$ cat config.mk
export PLATFORM = sky130hd
export DESIGN_NAME = supply_reset_seq
export DESIGN_NICKNAME = d
export VERILOG_FILES = /design/src/rtl/srs_pkg.sv /design/src/rtl/srs_sync.sv /design/src/rtl/srs_tick_gen.sv /design/src/rtl/srs_hold_ctr.sv /design/src/rtl/supply_reset_seq.sv
export SDC_FILE = /design/constraint.sdc
export NUM_CORES = 1
export LEC_CHECK = 0
export ABC_AREA = 1
export BUFFER_PORTS_ARGS = -buffer_cell sky130_fd_sc_hd__buf_2
export CORE_MARGIN = 8
export CORE_UTILIZATION = 54
export CTS_CLUSTER_SIZE = 28
export DETAILED_ROUTE_END_ITERATION = 12
export PLACE_DENSITY = 0.71
export SLEW_MARGIN = 20
export SYNTH_ARGS = -nofsm -noshare
export SYNTH_HDL_FRONTEND = slang
export SYNTH_SLANG_ARGS = --single-unit
export TNS_END_PERCENT = 50
$ cat constraint.sdc
create_clock -name clk_i -period 2.82 [get_ports clk_i]
set_clock_uncertainty 0.2 [all_clocks]
set_input_delay 0.282 -clock clk_i [delete_from_list [all_inputs] [get_ports clk_i]]
set_output_delay 0.282 -clock clk_i [all_outputs]
set_load 0.05 [all_outputs]
$ cat src/rtl/srs_pkg.sv
package srs_pkg;

  typedef enum logic [1:0] {
    HOLD_T0 = 2'b00,
    HOLD_T1 = 2'b01,
    HOLD_T2 = 2'b10,
    HOLD_T3 = 2'b11
  } hold_sel_e;

  // Tick count for a given select code
  function automatic int unsigned hold_ticks(input logic [1:0] sel,
                                             input int unsigned t0,
                                             input int unsigned t1,
                                             input int unsigned t2,
                                             input int unsigned t3);
    case (hold_sel_e'(sel))
      HOLD_T0: hold_ticks = t0;
      HOLD_T1: hold_ticks = t1;
      HOLD_T2: hold_ticks = t2;
      default: hold_ticks = t3;
    endcase
  endfunction

endpackage

$ cat src/rtl/srs_sync.sv
module srs_sync #(
  parameter int unsigned WIDTH = 2
) (
  input  logic             clk_i,
  input  logic             por_n_i,
  input  logic [WIDTH-1:0] async_i,
  output logic [WIDTH-1:0] sync_o
);

  for (genvar g = 0; g < WIDTH; g++) begin : g_bit
    logic meta_q, stab_q;
    always_ff @(posedge clk_i or negedge por_n_i) begin
      if (!por_n_i) begin
        meta_q <= 1'b0;
        stab_q <= 1'b0;
      end else begin
        meta_q <= async_i[g];
        stab_q <= meta_q;
      end
    end
    assign sync_o[g] = stab_q;
  end

endmodule

$ cat src/rtl/srs_tick_gen.sv
module srs_tick_gen #(
  parameter int unsigned TICK_DIV = 50000
) (
  input  logic clk_i,
  input  logic por_n_i,
  output logic tick_o
);

  localparam int unsigned PW = (TICK_DIV > 1) ? $clog2(TICK_DIV) : 1;
  localparam logic [PW-1:0] LAST = PW'(TICK_DIV - 1);

  logic [PW-1:0] pre_q;

  always_ff @(posedge clk_i or negedge por_n_i) begin
    if (!por_n_i)           pre_q <= '0;
    else if (pre_q == LAST) pre_q <= '0;
    else                    pre_q <= pre_q + 1'b1;
  end

  assign tick_o = (pre_q == LAST);

endmodule

$ cat src/rtl/srs_hold_ctr.sv
module srs_hold_ctr
  import srs_pkg::*;
#(
  parameter int unsigned HOLD_T0 = 50,
  parameter int unsigned HOLD_T1 = 200,
  parameter int unsigned HOLD_T2 = 400,
  parameter int unsigned HOLD_T3 = 800
) (
  input  logic       clk_i,
  input  logic       por_n_i,
  input  logic       ok_i,
  input  logic       tick_i,
  input  logic [1:0] sel_i,
  output logic       done_o
);

  localparam int unsigned TMAX01 = (HOLD_T0 > HOLD_T1) ? HOLD_T0 : HOLD_T1;
  localparam int unsigned TMAX23 = (HOLD_T2 > HOLD_T3) ? HOLD_T2 : HOLD_T3;
  localparam int unsigned TMAX   = (TMAX01 > TMAX23) ? TMAX01 : TMAX23;
  localparam int unsigned CW     = $clog2(TMAX + 1);

  logic [CW-1:0] cnt_q;
  logic [CW-1:0] limit;

  assign limit  = CW'(hold_ticks(sel_i, HOLD_T0, HOLD_T1, HOLD_T2, HOLD_T3));
  assign done_o = (cnt_q >= limit);

  always_ff @(posedge clk_i or negedge por_n_i) begin
    if (!por_n_i)              cnt_q <= '0;
    else if (!ok_i)            cnt_q <= '0;
    else if (tick_i && !done_o) cnt_q <= cnt_q + 1'b1;
  end

endmodule

$ cat src/rtl/supply_reset_seq.sv
module supply_reset_seq #(
  parameter int unsigned TICK_DIV = 50000,
  parameter int unsigned HOLD_T0  = 50,
  parameter int unsigned HOLD_T1  = 200,
  parameter int unsigned HOLD_T2  = 400,
  parameter int unsigned HOLD_T3  = 800
) (
  input  logic       clk_i,
  input  logic       por_n_i,
  input  logic       main_ok_i,
  input  logic       sec_ok_i,
  input  logic [1:0] hold_sel_i,
  output logic       rst_o,
  output logic       rst_n_o,
  output logic       fail_o
);

  localparam int unsigned NFLAG = 2;
  localparam int unsigned IDX_MAIN = 0;
  localparam int unsigned IDX_SEC  = 1;

  logic [NFLAG-1:0] flags_s;
  logic             main_ok_s;
  logic             tick;
  logic             hold_done;
  logic             rst_q;

  srs_sync #(.WIDTH(NFLAG)) u_sync (
    .clk_i   (clk_i),
    .por_n_i (por_n_i),
    .async_i ({sec_ok_i, main_ok_i}),
    .sync_o  (flags_s)
  );

  assign main_ok_s = flags_s[IDX_MAIN];

  srs_tick_gen #(.TICK_DIV(TICK_DIV)) u_tick (
    .clk_i   (clk_i),
    .por_n_i (por_n_i),
    .tick_o  (tick)
  );

  srs_hold_ctr #(
    .HOLD_T0(HOLD_T0), .HOLD_T1(HOLD_T1),
    .HOLD_T2(HOLD_T2), .HOLD_T3(HOLD_T3)
  ) u_hold (
    .clk_i   (clk_i),
    .por_n_i (por_n_i),
    .ok_i    (main_ok_s),
    .tick_i  (tick),
    .sel_i   (hold_sel_i),
    .done_o  (hold_done)
  );

  always_ff @(posedge clk_i or negedge por_n_i) begin
    if (!por_n_i) rst_q <= 1'b1;
    else          rst_q <= !(main_ok_s && hold_done);
  end

  assign rst_o   = rst_q;
  assign rst_n_o = ~rst_q;
  assign fail_o  = flags_s[IDX_SEC];

endmodule

## Yosys cells after proc, flatten, opt, wreduce, memory -nomap -nowiden

Index checks and enable logic that the tools add are counted.

| operators by class | value |
|---|---|
| add/subtract/negate cells | 2 |
| $lt $le $gt $ge | 1 |
| equality and inequality tests | 4 |
| mux-type cells | 4 |
| bitwise gates (word level) | 1 |
| reduce and logical (&&, ||, !) cells | 5 |

Operator list:

| operator | number |
|---|---|
| one-hot mux 10 bit (3 select lines) | 1 |
| two-way mux 10 bit | 2 |
| adder 16 x 1 -> 16 bit (second input constant) | 1 |
| equality test 16 bit (second input constant) | 1 |
| two-way mux 16 bit | 1 |
| adder 10 x 1 -> 10 bit (second input constant) | 1 |
| greater-or-equal comparator 10 bit | 1 |
| equality test 2 x 1 -> 1 bit (second input constant) | 1 |
| equality test 2 bit (second input constant) | 1 |
| logical AND 1 bit | 2 |
| zero test 1 bit | 2 |
| zero test 2 bit | 1 |
| != test 2 x 1 -> 1 bit (second input constant) | 1 |
| inverter 1 bit | 1 |

| storage, ports and cells | value |
|---|---|
| flip-flop bits (word level) | 31 |
| bits of input ports | 6 |
| output and inout bits | 3 |
| logic and storage cells | 24 |

## Longest topological paths before layout

Gate-level depths: netlist of run 1.

| logic depth | value |
|---|---|
| word-level depth | 7 |
| depth in mapped cells | 13 |
| gate-level depth less buffers | 13 |

## By module

From an unflattened synthesis of run 1, not the netlist that was laid out.

| second synthesis, totals | value |
|---|---|
| cell total of the unflattened synthesis | 265 |
| area total of the unflattened synthesis | 1,956.9 um2 |

Modules (own cells, without submodules):

| module | instances | cells each | area each (um2) | sequential area each (um2) |
|---|---|---|---|---|
| srs_hold_ctr | 1 | 135 | 930.9 | 250.2 |
| srs_tick_gen | 1 | 121 | 877.1 | 400.4 |
| srs_sync | 1 | 6 | 115.1 | 100.1 |
| supply_reset_seq | 1 | 3 | 33.8 | 26.3 |

## Least setup slack after synthesis of run 1

OpenSTA, ideal clock, no wires.

| timing | value |
|---|---|
| kind | input to register |
| from | in hold_sel_i[1] |
| to | reg u_hold.cnt_q[0] |
| setup time | 66 ps |
| arrival time | 1,650 ps |
| data required time | 2,554 ps |
| path slack | 904 ps |
| cell stages on the path | 11 |
| buffers on the path | 0 |
| path through | inv_1 > ha_1 > inv_1 > ha_1 > nand2_1 > nand2_1 > a21oi_1 > nand2_1 > nor2_2 > nand4_1 > nand2_1 |

| between the ends | value |
|---|---|
| cells in the longest elaborated chain, start to end | 6 |
| elaborated cells between the ends (all ways) | 8 |
| those cells by class | order compare (1); eq/ne (3); mux (1); reduce/logical (3) |

Ends and longest elaborated chain:

| item | line | source |
|---|---|---|
| start, declared | supply_reset_seq.sv:12 | `input logic [1:0] hold_sel_i,` |
| equality test 2 bit (tied with other cells) | srs_pkg.sv:16 | `case (hold_sel_e'(sel))` |
| one-hot mux 10 bit (3 select lines) * | srs_pkg.sv:16 |  |
| greater-or-equal comparator 10 bit * | srs_hold_ctr.sv:26 | `assign done_o = (cnt_q >= limit);` |
| zero test 1 bit * | srs_hold_ctr.sv:31 | `else if (tick_i && !done_o) cnt_q <= cnt_q + 1'b1;` |
| logical AND 1 bit * | srs_hold_ctr.sv:31 |  |
| != test 2 x 1 -> 1 bit (no line) * | n/a |  |
| end signal, assigned | srs_hold_ctr.sv:31 |  |
| end, declared | srs_hold_ctr.sv:22 | `logic [CW-1:0] cnt_q;` |

Every way passes the cells marked *; elsewhere a longest branch is shown, timed or not.
A chain may end at the register's enable or synchronous reset.

## Worst setup path in the final report of run 1

| timing | value |
|---|---|
| from | in hold_sel_i[1] |
| to | reg u_hold.cnt_q[4] |

The elaborated chain is that of the path after synthesis.

==> run_results.csv, run 1 <==
group,metric,value,unit
run_status,outcome,"completed",
critical_path,critPathKind,"input pin to flop",
synthesis,yosys.cell_types.count,27,
timing,tightest_slew,0.699,ns
pwr,pwr_density_cell,386,mW/mm^2
routing,drc_errors,0,
global_routing,grt_pass1_vias,1547,
layout,final_cells,331,
global_routing,antenna_found_initial,0,
placed_design,hpwl,2.98,mm
timing,rsz0062_at_grt,"false",
routing,wl_per_cell,12.1,um
clock_tree,post_cts_resized,0,
timing,post-route-period-util,73.3,%
floorplanning,initial_core_util,55.3,%
timing,finalHoldViolCount,0,
global_routing,grt_util_all_layers,13.9,%
clock_tree,cts_tree,"built",
job,maxCapViolCount,0,
hold_path,hold_class,"flop to flop",
synthesis,seq_area_frac_synth,38.6,%
routing,vias,1662,
placed_design,dpl.cell_count,320,
floorplanning,fp.dieW,77.0,um
synthesis,postSynthCellCount,267,
timing,slew_violations,0,
clock_tree,clkLatencyLatePin,0.28,ns
floorplanning,die_h,77.0,um
pwr,p_leak,1.21,nW
clock_tree,post_cts_buffers,0,
synthesis,syn_area,0.00201,sq mm
global_routing,grt_pass1_wl,6.88,mm
layout,drive_above_1_share,11.3,%
clock_tree,cts_root_buffer,"clkbuf_8",
routing,drt_wl_total,3.99,mm
layout,nets,302,
placed_design,place_worst_setup_slack,0.503,ns
synthesis,syn_nets,287,
clock_tree,cts_num_sinks,31,
floorplanning,io_pins,9,
clock_tree,cts.path.max_buffers,2,
timing,setup_ws,0.752,ns
critical_path,required,2.83,ns
layout,fillers,356,
routing,avgViaCountPerCell,5.02,
synthesis,synth_top_area_share,37.3,%
layout,area_growth,9.96,%
timing,slew_headroom,53.4,%
layout,diodes,0,
timing,fin_crit,2.07,ns
clock_tree,cts_hold_buffers,3,
routing,drtIter0Drc,88,
placed_design,io_buffers,8,
floorplanning,die_area,0.00593,sq mm
clock_tree,cts_inserted_buffers,5,
synthesis,yosysWarnings,0,
timing,fmax,484,MHz
synthesis,yosys.area.top_type,"dfrtp_1",
pwr,ir_drop,0.323,mV
clock_tree,clkTransAtPathRegs,0.07,ns
clock_tree,h-tree-depth,2,
floorplanning,core.rowCount,22,
timing,fin_setup_tns,0,ns
critical_path,critPathMaxFanout,9,
floorplanning,coreArea,0.00363,sq mm
critical_path,cp-start-kind,"input pin",
routing,detail-route-antenna-nets,0,
routing,firstDrtPassIters,4,
critical_path,critPathArrivalTime,2.08,ns
critical_path,end_kind,"flop",
global_routing,globalRouteOverflowTotal,0,
synthesis,synthTopCellsByArea,"dfrtp_1, nand2_1, ha_1",
synthesis,yosys_register_bits,31,
global_routing,grt_max_degree,32,
placed_design,routabilityCongestion,0.857,
timing,final-setup-viol-count,0,
synthesis,syn_avg_cell_area,7.53,sq um
==> cells in the final DEF (no fill, tap or decap), types with 2 or more instances in the layout <==
cell and instances:
a21oi_1 5, buf_2 8, clkbuf_8 5, clkinv_4 2, dfrtp_1 30, dlygate4sd3_1 3, ha_1 14, inv_1 43
inv_2 4, nand2_1 69, nand2_2 3, nand3_1 21, nand3_4 2, nand4_1 14, nor2_1 31, nor2_2 3
nor3_1 5, o21ai_0 2, xnor2_1 3, xor2_1 7
==> Yosys cell counts (all sizes together) <==
| cell | number |
|---|---|
| nand2 | 72 |
| inv | 47 |
| nor2 | 36 |
| dfrtp | 30 |
| nand3 | 23 |
| ha | 14 |
| nand4 | 14 |
| xor2 | 7 |
| nor3 | 6 |
| a21oi | 5 |
| xnor2 | 3 |
| buf | 2 |
| o21ai | 2 |
| a21boi | 1 |
| clkbuf | 1 |
| dfstp | 1 |
| nor3b | 1 |
| nor4 | 1 |
| o21bai | 1 |
==> final cells by class <==
class                           instances  area, sq um  area share, %
Multi-Input combinational cell        186         1030           46.7
Sequential cell                        31          777           35.1
Inverter                               47          176           7.98
Timing Repair Buffer                   11         70.1           3.17
Clock buffer                            5         68.8           3.11
Tap cell                               48         60.1           2.72
Clock inverter                          3         25.0           1.13
==> kinds of logic after synthesis <==
| group | synth area share [%] |
|---|---|
| buf+inv | 9.96 |
| simple gates | 35.8 |
| flops | 38.6 |
| fa+ha+maj | 8.71 |
| compound gates | 2.49 |
| xor+xnor | 4.36 |
==> worst max-delay path, stage by stage <==
cell and delay, ns:
buf_2 0.10, inv_1 0.07, ha_1 0.32, inv_1 0.06, ha_1 0.28, nand2_1 0.07, nand2_1 0.06, a21oi_1 0.18
nand2_1 0.09, nor2_2 0.30, nand4_1 0.14, nand2_1 0.11
==> final timing paths <==
| check | endpoint | slack (ns) | depth (start not counted) | start |
|---|---|---|---|---|
| max in group asynchronous | u_hold.cnt_q[4] | 1.59 | 2 | por_n_i |
| worst min register to register | u_sync.g_bit[0].stab_q | 0.15 | 0 | u_sync.g_bit[0].meta_q |
| worst max register to register | u_hold.cnt_q[4] | 0.83 | 8 | u_hold.cnt_q[7] |
| worst max-delay path | u_hold.cnt_q[4] | 0.75 | 12 | hold_sel_i[1] |
| worst min-delay path | u_sync.g_bit[0].stab_q | 0.15 | 0 | u_sync.g_bit[0].meta_q |
| min in group asynchronous | u_tick.pre_q[0] | 0.38 | 2 | por_n_i |
==> flip-flops by register name, indices dropped and copies added, names as in the netlist <==
name	flops
u_sync.g_bit.meta_q	2
u_hold.cnt_q	10
u_tick.pre_q	16
u_sync.g_bit.stab_q	2
rst_o	1
==> per-layer routing <==
layer | GRT usage, % | up-vias | share of wire (%)
met5 | 0 | - | 0
li1 | - | 873 | -
met3 | 4.55 | 2 | 5.4
met2 | 22.2 | 33 | 46
met1 | 18.2 | 754 | 49
met4 | 1.70 | 0 | 0.13
==> per-stage QoR <==
| stage | utilization, % | instance area, sq um | hold slack [ns] | power, mW |
|---|---|---|---|---|
| after floorplan | - | 2010 | -0.214 | 0.485 |
| after detailed placement | 57.4 | 2090 | 0.136 | 0.505 |
| after CTS | 60.8 | 2210 | 0.154 | 0.869 |
| after global placement | 57.4 | 2090 | 0.133 | 0.503 |
| after global routing | 60.8 | 2210 | 0.156 | 0.893 |
| final | 60.8 | 2210 | 0.150 | 0.854 |
==> power by group <==
part / switching [mW] / internal, mW
sequential: 0.00489 / 0.448
clock: 0.179 / 0.176
combinational: 0.0318 / 0.0153
Power figures use the tool's default switching activity.
==> run 2: changes to the inputs <==
- ABC_AREA: 1 -> 0
- PLACE_DENSITY: 0.71 -> 0.75
- clock period: 2.82 -> 1.7 ns (I/O delays scaled with it)
==> run 2 against run 1 <==
The flow now finishes with violations (negative setup slack). Total power rose by 50%. Clock-buffer cell count increased by 1. Wire length increased by 7.5%. Critical endpoint is now u_hold.cnt_q[7]. Largest cell class unchanged.
==> run_results.csv, run 2 <==
group,metric,value,unit
timing,setup_ws,-0.559,ns
synthesis,yosysWarnings,0,
synthesis,syn_avg_cell_area,10.4,sq um
layout,top_register,"u_tick.pre_q",
critical_path,r2r_slack,-0.56,ns
synthesis,seq_area_frac_synth,46.3,%
run_status,violations,"negative setup slack",
timing,post-route-period-util,133,%
synthesis,synth_top_area_share,44.8,%
critical_path,critPathArrivalTime,2.32,ns
synthesis,synth_edf_count,0,
clock_tree,h-tree-depth,2,
floorplanning,core.rowCount,20,
synthesis,synth_commonest_cells,"dfrtp_1, nand2_1, ha_1",
hold_path,worstHoldPathCells,0,
critical_path,critPathMaxFanout,5,
clock_tree,clkLatencyLatePin,0.33,ns
placed_design,hpwl,2.97,mm
timing,finalHoldViolCount,0,
timing,hold_slack,0.160,ns
timing,fin_setup_tns,-5.15,ns
placed_design,io_buffers,8,
layout,final_common_cell,"buf_4",
global_routing,globalRouteOverflowTotal,0,
timing,tightest_slew,0.672,ns
timing,fmax,443,MHz
layout,fin_util,78.8,%
synthesis,synthTopCellsByArea,"dfrtp_1, ha_1, xor2_1",
synthesis,synth.most_common_cell,"dfrtp_1",
floorplanning,io_pins,9,
layout,drive_above_1_share,40.5,%
routing,avgViaCountPerCell,5.72,
placed_design,placed_cell_area,0.00213,sq mm
critical_path,cp-start-kind,"flop",
pwr,p_leak,1.12,nW
global_routing,antenna_found_initial,0,
layout,nets,247,
critical_path,critPathKind,"flop to flop",
global_routing,grt_pass1_wl,7.14,mm
floorplanning,die_h,71.7,um
critical_path,timing.rr.start,"u_hold.cnt_q[7]",
synthesis,ys.flop_type,"dfrtp_1",
job,maxCapViolCount,0,
routing,wl_per_cell,16.5,um
routing,drtIter0Drc,79,
synthesis,syn_nets,181,
timing,rsz0062_at_grt,"true",
run_status,outcome,"complete, but fails checks",
synthesis,synthArstFlopShare,100,%
layout,area_growth,41.0,%
timing,final-setup-viol-count,12,
synthesis,yosys_register_bits,31,
routing,vias,1488,
global_routing,grt_max_degree,32,
layout,top_regs,"u_tick.pre_q x16, u_hold.cnt_q x10",
clock_tree,cts.path.max_buffers,2,
layout,fin_area,0.00236,sq mm
routing,drt_wl_total,4.29,mm
critical_path,ff2ff_path_depth,6,
critical_path,path_cells,"ha_4 > a211o_1 > a21oi_4 > o211ai_4 > or4_1 > a21oi_1",
hold_path,hold_end,"u_sync.g_bit[1].stab_q",
critical_path,end_kind,"flop",
floorplanning,fp.dieW,71.7,um
synthesis,postSynthCellCount,161,
clock_tree,cts_num_sinks,31,
hold_path,hp-start,"u_sync.g_bit[1].meta_q",
layout,diodes,0,
layout,fillers,184,
layout,multi_input_area,0.00101,sq mm
layout,largest_reg_flops,16,
floorplanning,initial_core_util,55.8,%
global_routing,grt_util_all_layers,17.7,%
floorplanning,coreArea,0.00300,sq mm
pwr,pwr_density_cell,543,mW/mm^2
synthesis,yosys.cell_types.count,32,
synthesis,yosys.area.top_type,"dfrtp_1",
timing,slew_headroom,55.2,%
routing,drc_errors,0,
clock_tree,cts_inserted_buffers,5,
clock_tree,clkTransAtPathRegs,0.10,ns
pwr,ir_drop,0.461,mV
synthesis,syn_area,0.00168,sq mm
critical_path,cpMaxStageDelayCell,"or4_1",
placed_design,routabilityCongestion,0.857,
layout,seq_area,777,sq um
timing,slew_violations,0,
clock_tree,cts_root_buffer,"clkbuf_4",
timing,fin_crit,2.26,ns
routing,detail-route-antenna-nets,0,
floorplanning,die_area,0.00514,sq mm
layout,final_cell_mix,"buf_4, dfrtp_1, nand2_1",
critical_path,required,1.76,ns
critical_path,cpPeakStageDelay,0.49,ns
global_routing,grt_pass1_vias,1624,
clock_tree,cts_tree,"built",
hold_path,hold_class,"flop to flop",
routing,firstDrtPassIters,4,
critical_path,r2r-end,"u_hold.cnt_q[7]",
-- run 2: changes by cell type in the layout (fill, tap and decap cells not counted), sizes merged, moves of 5 or more --
cell / delta
and3: +5
inv: -39
buf: +48
nand4: -10
nor3: -5
nand3: -13
nor2: -25
a21oi: +5
nand2: -57
-- run 2: worst max path at each step --
stage                                 end  slack (ns)  cells past startpoint             from
after global routing      u_hold.cnt_q[2]       -0.61                      6  u_hold.cnt_q[7]
final                     u_hold.cnt_q[7]       -0.56                      6  u_hold.cnt_q[7]
after global placement    u_hold.cnt_q[5]       -0.79                     10    hold_sel_i[0]
after CTS                 u_hold.cnt_q[5]       -0.48                      6  u_hold.cnt_q[7]
after detailed placement  u_hold.cnt_q[5]       -0.93                     10    hold_sel_i[0]
after floorplan           u_hold.cnt_q[7]       -0.41                      9    hold_sel_i[0]
-- run 2: metrics by stage --
step | setup WS, ns | total power [mW] | instances
after floorplan | -0.414 | 0.807 | 161
after global placement | -0.787 | 0.846 | 244
after detailed placement | -0.935 | 0.852 | 244
after CTS | -0.481 | 1.29 | 259
after global routing | -0.612 | 1.34 | 260
final | -0.559 | 1.28 | 260
-- run 2: layer usage --
metal | share of wire (%) | up-vias | GRT usage [%] | routed length (um)
met5 | 0 | - | 0 | 0
met2 | 54 | 43 | 32.2 | 2320
met3 | 4.4 | 20 | 5.58 | 188
met4 | 4.0 | 0 | 12.0 | 171
li1 | - | 716 | - | -
met1 | 38 | 709 | 16.5 | 1620
-- run 2: logic make-up after synthesis --
logic type,Yosys count,synth area share [%]
buf+inv,10,2.46
flops,31,46.3
mux,1,0.597
compound gates,28,10.7
xor+xnor,13,6.79
fa+ha+maj,14,10.4
simple gates,64,22.6
-- run 2: final cells by class --
cell class / instances / area share [%]
clock buffer: 6 / 2.17
clock inverter: 1 / 0.212
inverter: 8 / 2.12
multi-input combinational: 122 / 42.5
sequential: 31 / 32.9
tap: 33 / 1.75
timing repair buffer: 59 / 18.4
-- run 2: report_power, final --
group	leakage [nW]	internal, mW	switching [mW]
registers	0.406	0.742	0.00346
logic	0.684	0.0419	0.0656
clock network	0.0341	0.191	0.239
total	1.12	0.975	0.308
-- run 2: critical path: cells and delay by family (launching register included) --
kind / cells / cell delay [ns]
simple gates: 1 / 0.49
fa+ha+maj: 1 / 0.22
flops: 1 / 0.42
compound gates: 4 / 0.86
-- run 2: what timing repair did --
item                                    CTS  global route
hold buffers                              3             0
buffers inserted                          3             1
gates cloned                              2             0
hold endpoints to repair                 32             0
gates resized for setup                  10            11
pin swaps                                10             5
endpoints found under the setup margin   14            17
